===== src/rtl/stepdiv_pkg.sv =====
package stepdiv_pkg;
   typedef enum logic [1:0] {
      PH_EXTEND = 2'd0,
      PH_ABS    = 2'd1,
      PH_ITER   = 2'd2,
      PH_FINISH = 2'd3
   } phase_e;

   localparam int unsigned SETUP_STEPS  = 2;
   localparam int unsigned FINISH_STEPS = 1;
endpackage


===== src/rtl/stepdiv_seq.sv =====
module stepdiv_seq
   import stepdiv_pkg::*;
#(
   parameter int unsigned STEPS = 19,
   parameter int unsigned CNT_W = 5
) (
   input  logic             clk,
   input  logic             rst_n,
   input  logic             start_i,
   input  logic             step_en_i,
   output logic             accept_o,
   output logic             step_o,
   output phase_e           phase_o,
   output logic [CNT_W-1:0] cnt_o,
   output logic             busy_o,
   output logic             done_o
);
   localparam logic [CNT_W-1:0] LAST = CNT_W'(STEPS - 1);

   logic [CNT_W-1:0] cnt_q;
   logic             busy_q;
   logic             done_q;

   assign accept_o = start_i & ~busy_q;
   assign step_o   = busy_q & step_en_i;

   always_comb begin
      if (cnt_q == '0)                     phase_o = PH_EXTEND;
      else if (cnt_q == CNT_W'(1))         phase_o = PH_ABS;
      else if (cnt_q == LAST)              phase_o = PH_FINISH;
      else                                 phase_o = PH_ITER;
   end

   always_ff @(posedge clk or negedge rst_n) begin
      if (!rst_n) begin
         cnt_q  <= '0;
         busy_q <= 1'b0;
         done_q <= 1'b0;
      end else begin
         done_q <= step_o && (cnt_q == LAST);
         if (accept_o) begin
            cnt_q  <= '0;
            busy_q <= 1'b1;
         end else if (step_o) begin
            if (cnt_q == LAST) begin
               cnt_q  <= '0;
               busy_q <= 1'b0;
            end else begin
               cnt_q  <= cnt_q + CNT_W'(1);
            end
         end
      end
   end

   assign cnt_o  = cnt_q;
   assign busy_o = busy_q;
   assign done_o = done_q;
endmodule


===== src/rtl/stepdiv_prep.sv =====
module stepdiv_prep #(
   parameter int unsigned DATA_W         = 16,
   parameter bit          SIGNED_SUPPORT = 1'b1
) (
   input  logic [2*DATA_W-1:0] acc_i,
   input  logic [DATA_W-1:0]   dvs_i,
   input  logic                wide_i,
   input  logic                sgn_i,
   input  logic                acc_neg_i,
   input  logic                dvs_neg_i,
   output logic [2*DATA_W-1:0] ext_o,
   output logic                ext_neg_o,
   output logic                dvs_neg_o,
   output logic [2*DATA_W-1:0] acc_abs_o,
   output logic [DATA_W-1:0]   dvs_abs_o
);
   logic sgn_eff;

   generate
      if (SIGNED_SUPPORT) begin : g_signed
         assign sgn_eff = sgn_i;
      end else begin : g_unsigned
         assign sgn_eff = 1'b0;
      end
   endgenerate

   always_comb begin
      if (wide_i)
         ext_o = acc_i;
      else if (sgn_eff)
         ext_o = {{DATA_W{acc_i[DATA_W-1]}}, acc_i[DATA_W-1:0]};
      else
         ext_o = {{DATA_W{1'b0}}, acc_i[DATA_W-1:0]};
      ext_neg_o = sgn_eff & ext_o[2*DATA_W-1];
      dvs_neg_o = sgn_eff & dvs_i[DATA_W-1];
      acc_abs_o = acc_neg_i ? (~acc_i + 1'b1) : acc_i;
      dvs_abs_o = dvs_neg_i ? (~dvs_i + 1'b1) : dvs_i;
   end
endmodule


===== src/rtl/stepdiv_core.sv =====
module stepdiv_core #(
   parameter int unsigned DATA_W = 16
) (
   input  logic [2*DATA_W-1:0] acc_i,
   input  logic [DATA_W-1:0]   dvs_i,
   output logic [2*DATA_W-1:0] acc_o
);
   logic [DATA_W:0] rem_sh;
   logic [DATA_W:0] diff;

   always_comb begin
      rem_sh = {acc_i[2*DATA_W-1:DATA_W], acc_i[DATA_W-1]};
      diff   = rem_sh - {1'b0, dvs_i};
      if (!diff[DATA_W])
         acc_o = {diff[DATA_W-1:0], acc_i[DATA_W-2:0], 1'b1};
      else
         acc_o = {rem_sh[DATA_W-1:0], acc_i[DATA_W-2:0], 1'b0};
   end
endmodule


===== src/rtl/stepdiv_top.sv =====
module stepdiv_top
   import stepdiv_pkg::*;
#(
   parameter int unsigned DATA_W         = 16,
   parameter bit          SIGNED_SUPPORT = 1'b1
) (
   input  logic                clk,
   input  logic                rst_n,
   input  logic                start_i,
   input  logic                wide_i,
   input  logic                signed_i,
   input  logic [2*DATA_W-1:0] dividend_i,
   input  logic [DATA_W-1:0]   divisor_i,
   input  logic                step_en_i,
   output logic [DATA_W-1:0]   quot_o,
   output logic [DATA_W-1:0]   rem_o,
   output logic                busy_o,
   output logic                done_o,
   output logic                dbz_o
);
   localparam int unsigned STEPS = SETUP_STEPS + DATA_W + FINISH_STEPS;
   localparam int unsigned CNT_W = $clog2(STEPS);

   generate
      if (DATA_W < 4) begin : g_bad_width
         $error("stepdiv_top: DATA_W must be at least 4");
      end
   endgenerate

   logic                accept;
   logic                step;
   phase_e              phase;
   logic [CNT_W-1:0]    step_cnt;

   logic [2*DATA_W-1:0] acc_q;
   logic [DATA_W-1:0]   dvs_q;
   logic                wide_q, sgn_q;
   logic                rneg_q, dneg_q, dz_q;
   logic [DATA_W-1:0]   quot_q, rem_q;
   logic                dbz_q;

   logic [2*DATA_W-1:0] ext, acc_abs, acc_iter;
   logic [DATA_W-1:0]   dvs_abs;
   logic                ext_neg, dvs_neg;

   stepdiv_seq #(.STEPS(STEPS), .CNT_W(CNT_W)) u_seq (
      .clk       (clk),
      .rst_n     (rst_n),
      .start_i   (start_i),
      .step_en_i (step_en_i),
      .accept_o  (accept),
      .step_o    (step),
      .phase_o   (phase),
      .cnt_o     (step_cnt),
      .busy_o    (busy_o),
      .done_o    (done_o)
   );

   stepdiv_prep #(.DATA_W(DATA_W), .SIGNED_SUPPORT(SIGNED_SUPPORT)) u_prep (
      .acc_i     (acc_q),
      .dvs_i     (dvs_q),
      .wide_i    (wide_q),
      .sgn_i     (sgn_q),
      .acc_neg_i (rneg_q),
      .dvs_neg_i (dneg_q),
      .ext_o     (ext),
      .ext_neg_o (ext_neg),
      .dvs_neg_o (dvs_neg),
      .acc_abs_o (acc_abs),
      .dvs_abs_o (dvs_abs)
   );

   stepdiv_core #(.DATA_W(DATA_W)) u_core (
      .acc_i (acc_q),
      .dvs_i (dvs_q),
      .acc_o (acc_iter)
   );

   always_ff @(posedge clk or negedge rst_n) begin
      if (!rst_n) begin
         acc_q  <= '0;
         dvs_q  <= '0;
         wide_q <= 1'b0;
         sgn_q  <= 1'b0;
         rneg_q <= 1'b0;
         dneg_q <= 1'b0;
         dz_q   <= 1'b0;
         quot_q <= '0;
         rem_q  <= '0;
         dbz_q  <= 1'b0;
      end else if (accept) begin
         acc_q  <= dividend_i;
         dvs_q  <= divisor_i;
         wide_q <= wide_i;
         sgn_q  <= signed_i;
      end else if (step) begin
         unique case (phase)
            PH_EXTEND: begin
               acc_q  <= ext;
               rneg_q <= ext_neg;
               dneg_q <= dvs_neg;
               dz_q   <= (dvs_q == '0);
            end
            PH_ABS: begin
               acc_q <= acc_abs;
               dvs_q <= dvs_abs;
            end
            PH_ITER: begin
               acc_q <= acc_iter;
            end
            PH_FINISH: begin
               quot_q <= (rneg_q ^ dneg_q) ? (~acc_q[DATA_W-1:0] + 1'b1)
                                           : acc_q[DATA_W-1:0];
               rem_q  <= rneg_q ? (~acc_q[2*DATA_W-1:DATA_W] + 1'b1)
                                : acc_q[2*DATA_W-1:DATA_W];
               dbz_q  <= dz_q;
            end
            default: ;
         endcase
      end
   end

   assign quot_o = quot_q;
   assign rem_o  = rem_q;
   assign dbz_o  = dbz_q;
endmodule


===== config.mk =====
export PLATFORM = sky130hd
export DESIGN_NAME = stepdiv_top
export DESIGN_NICKNAME = d
export VERILOG_FILES = /design/src/rtl/stepdiv_pkg.sv /design/src/rtl/stepdiv_seq.sv /design/src/rtl/stepdiv_prep.sv /design/src/rtl/stepdiv_core.sv /design/src/rtl/stepdiv_top.sv
export SDC_FILE = /design/constraint.sdc
export NUM_CORES = 1
export LEC_CHECK = 0
export ABC_AREA = 1
export ABC_CLOCK_PERIOD_IN_PS = 4640
export BUFFER_PORTS_ARGS = -buffer_cell sky130_fd_sc_hd__buf_2
export CAP_MARGIN = 20
export CORE_UTILIZATION = 64
export CTS_CLUSTER_DIAMETER = 50
export DETAILED_ROUTE_END_ITERATION = 16
export GPL_ROUTABILITY_DRIVEN = 0
export HOLD_SLACK_MARGIN = 0.15
export PLACE_DENSITY = 0.88
export SLEW_MARGIN = 20
export SYNTH_ARGS = -nofsm -noshare
export SYNTH_HDL_FRONTEND = slang
export SYNTH_SLANG_ARGS = --single-unit

===== constraint.sdc =====
create_clock -name clk -period 4.64 [get_ports clk]
set_clock_uncertainty 0.2 [all_clocks]
set_input_delay 0.696 -clock clk [delete_from_list [all_inputs] [get_ports clk]]
set_output_delay 0.696 -clock clk [all_outputs]
set_load 0.02 [all_outputs]

==> metrics.log <==
INFO  metric number_of_cell_rows = 38
INFO  metric critical_path_capture_point_type = flip-flop
INFO  metric area_of_all_sequential_standard_cells = 2330 µm²
INFO  metric crit_family = buffers and inverters
INFO  metric via_total_after_detailed_routing = 7,407
INFO  metric seq_area_frac_synth = 32.5%
INFO  metric drtPass1Iterations = 9
INFO  metric rsz0062_at_grt = no
INFO  metric gr-total-overflow = 0
INFO  metric hpwlAfterDp = 14.7 mm
INFO  metric cts_buffer_depth = 2
INFO  metric routed_wirelength = 19.9 mm
INFO  metric ys.flop_type = sky130_fd_sc_hd__dfrtp_1
INFO  metric avg_wl_per_cell = 15.9 µm
INFO  metric synth.avg_cell_area = 6.96 µm²
INFO  metric layout.filler_cells = 920
INFO  metric timing.final.hold_violations = 0
INFO  metric yosysWarnings = 0
INFO  metric cts_inserted_buffers = 9
INFO  metric synth_top_area_share = 32.5%
INFO  metric number_of_failing_setup_endpoints_in_the_final_timing_report = 0
INFO  metric timing.critical_path.required = 4.72 ns
INFO  metric min-delay-path-class = in -> async
INFO  metric critPathMaxFanout = 19
INFO  metric ys_seq_elements = 93
INFO  metric netlist_cell_types = 49
INFO  metric h_tree_lvls = 3
INFO  metric grt_pass1_wl = 32.3 mm
INFO  metric vias_per_cell = 5.93
INFO  metric floorplan.io_pins = 89
INFO  metric final_antenna_violating_net_count = 0
INFO  metric antenna_found_initial = 1
INFO  metric area_growth_syn_to_layout = 9.98%
INFO  metric synth_nets = 1,112
INFO  metric multiInputGateArea = 4210 µm²
INFO  metric clk_pin_slew_worst_paths = 0.10 ns
INFO  metric synth_top_cell_by_area = sky130_fd_sc_hd__dfrtp_1
INFO  metric grt_start_max_net_pins = 68
INFO  metric max_stage_delay = 0.42 ns
INFO  metric max_slew_margin = 40.1%
INFO  metric mappedNetlistArea = 7170 µm²
INFO  metric tritoncts = done
INFO  metric critPathLaunchType = flip-flop
INFO  metric worstPathCellList = inv_1 -> ha_1 -> nand3_4 -> a21oi_2 -> ha_1 -> buf_4 -> inv_2 -> nor3_1 -> buf_4 -> nor2_1 -> inv_1 -> o21ai_0 -> o21bai_1
INFO  metric worst_pin_slew = 0.895 ns
INFO  metric layout.cells.most_common_list = sky130_fd_sc_hd__nand2_1 (334), sky130_fd_sc_hd__inv_1 (111), sky130_fd_sc_hd__dfrtp_1 (93)
INFO  metric num-nets-final = 1,185
INFO  metric post-route-period-util = 68.9%
INFO  metric first_global_vias = 6,838
INFO  metric cts_num_sinks = 93
INFO  metric layout.cells.most_common = sky130_fd_sc_hd__nand2_1
INFO  metric dieArea = 11,600 µm²
INFO  metric grt_usage = 36.1%
INFO  metric edff_count_synth = 0
INFO  metric worstPathBufferInverterCount = 5
INFO  metric post_cts_resized = 0
INFO  metric cts_hold_buf = 0
INFO  metric slew_viol_final = 0
INFO  metric layout-drive-gt1-share = 14.4%
INFO  metric worst-endpoint-arrival = 3.27 ns
INFO  metric fmax = 0.313 GHz
INFO  metric post-route-min-period = 3.20 ns
INFO  metric fp.coreArea = 10,900 µm²
INFO  metric setup.worst_path.class = reg -> reg
INFO  metric synthesis.instances = 1,030
INFO  metric chipWidth = 108 µm
INFO  metric post_synthesis_async_set_or_reset_flop_share = 100%
INFO  metric clkLatencyLatePin = 0.38 ns
INFO  metric status = finished, final reports clean
INFO  metric ctsRootBufferMaster = sky130_fd_sc_hd__clkbuf_8
INFO  metric drcViolationCount = 0
INFO  metric floorplan.die.height = 108 µm
INFO  metric post_cts_buffers = 0
INFO  metric finalSetupTns = 0 ns
INFO  metric portBuffers = 88
INFO  metric synth.top_cells.by_area = sky130_fd_sc_hd__dfrtp_1 (32%), sky130_fd_sc_hd__nand2_1 (17%), sky130_fd_sc_hd__inv_1 (5.8%)
INFO  metric cap_violations = 0
INFO  metric start_util = 65.8%
INFO  metric drt_iter0_markers = 1,035
INFO  metric critPathSlowestCell = sky130_fd_sc_hd__dfrtp_1
==> worst paths after layout <==
check                                            from  slack [ns]                    endpoint  cells past startpoint
setup / recovery           u_seq.cnt_o[0]$_DFFE_PN0N_        1.44       dvs_q[13]$_DFFE_PN0P_                     13
hold / removal                                  rst_n        0.20        dvs_q[9]$_DFFE_PN0P_                      1
setup reg to reg           u_seq.cnt_o[0]$_DFFE_PN0N_        1.44       dvs_q[13]$_DFFE_PN0P_                     13
hold reg to reg                 quot_o[0]$_DFFE_PN0P_        0.29       quot_o[0]$_DFFE_PN0P_                      2
max in group asynchronous                       rst_n        3.10  u_seq.cnt_o[4]$_DFFE_PN0N_                      2
min in group clk                quot_o[0]$_DFFE_PN0P_        0.29       quot_o[0]$_DFFE_PN0P_                      2
==> flip-flops by register name (all words and copies together) (netlist names) <==
signal / cells
acc_q: 32
dbz_o: 1
dneg_q: 1
dvs_q: 16
dz_q: 1
quot_o: 16
rem_o: 16
rneg_q: 1
sgn_q: 1
u_seq.busy_o: 1
u_seq.cnt_o: 5
u_seq.done_o: 1
wide_q: 1
==> logic make-up after synthesis <==
family	Yosys count	synth area share [%]
buf+inv	155	8.87
fa+ha+maj	28	4.99
simple gates	547	33.8
compound gates	167	15.0
flops	93	32.5
xor+xnor	40	4.89
==> worst register-to-register path, delay by kind of cell, from the launching register on <==
| kind | cells | cell delay [ns] |
|---|---|---|
| AO/OA/AOI/OAI | 3 | 0.52 |
| buffers and inverters | 5 | 1.16 |
| adder cells (fa/ha/maj) | 2 | 0.37 |
| AND/OR/NAND/NOR | 3 | 0.43 |
| flip-flops | 1 | 0.42 |
==> cells in the mapped netlist, types with 7 or more instances <==
cell / count
sky130_fd_sc_hd__inv_1: 111
sky130_fd_sc_hd__o211ai_1: 24
sky130_fd_sc_hd__a21boi_1: 10
sky130_fd_sc_hd__nand3_1: 73
sky130_fd_sc_hd__nand2_1: 334
sky130_fd_sc_hd__nor2_1: 75
sky130_fd_sc_hd__o22a_1: 8
sky130_fd_sc_hd__xor2_1: 34
sky130_fd_sc_hd__clkbuf_1: 10
sky130_fd_sc_hd__nand4_1: 8
sky130_fd_sc_hd__nor3b_1: 10
sky130_fd_sc_hd__inv_2: 8
sky130_fd_sc_hd__dfrtp_1: 93
sky130_fd_sc_hd__buf_2: 10
sky130_fd_sc_hd__nand3b_1: 7
sky130_fd_sc_hd__o22ai_1: 20
sky130_fd_sc_hd__o21ai_0: 62
sky130_fd_sc_hd__nand2_2: 8
sky130_fd_sc_hd__ha_1: 27
sky130_fd_sc_hd__a21oi_1: 19
sky130_fd_sc_hd__nor3_1: 7
==> through the flow <==
step	util (%)	setup slack, ns	cell area (µm²)	std cells	hold slack [ns]
after detailed placement	70.4	1.49	7670	1232	0.271
final	72.4	1.44	7880	1250	0.196
after CTS	72.4	1.48	7880	1248	0.241
after global placement	70.4	1.57	7670	1232	0.259
after floorplan	-	1.96	7170	1030	0.200
after global routing	72.4	1.21	7880	1248	0.271
==> metal layers <==
layer	GRT usage, %	vias up	share of wire, %
li1	-	3515	-
met1	49.5	3339	42
met2	53.6	467	43
met3	9.26	86	12
met4	15.5	0	3.3
met5	0	-	0
==> cell type report <==
type                            instances  share of cell area (%)
Multi-Input combinational cell        782                    53.4
Sequential cell                        93                    29.5
Timing Repair Buffer                   95                    6.28
Inverter                              122                    5.81
Tap cell                              140                    2.22
Clock buffer                           11                    1.92
Clock inverter                          5                   0.746
Antenna cell                            2                  0.0635
Power is left out: the tool's default activity adds up to more than one toggle a clock period on the data nets, which glitch-free logic cannot reach.
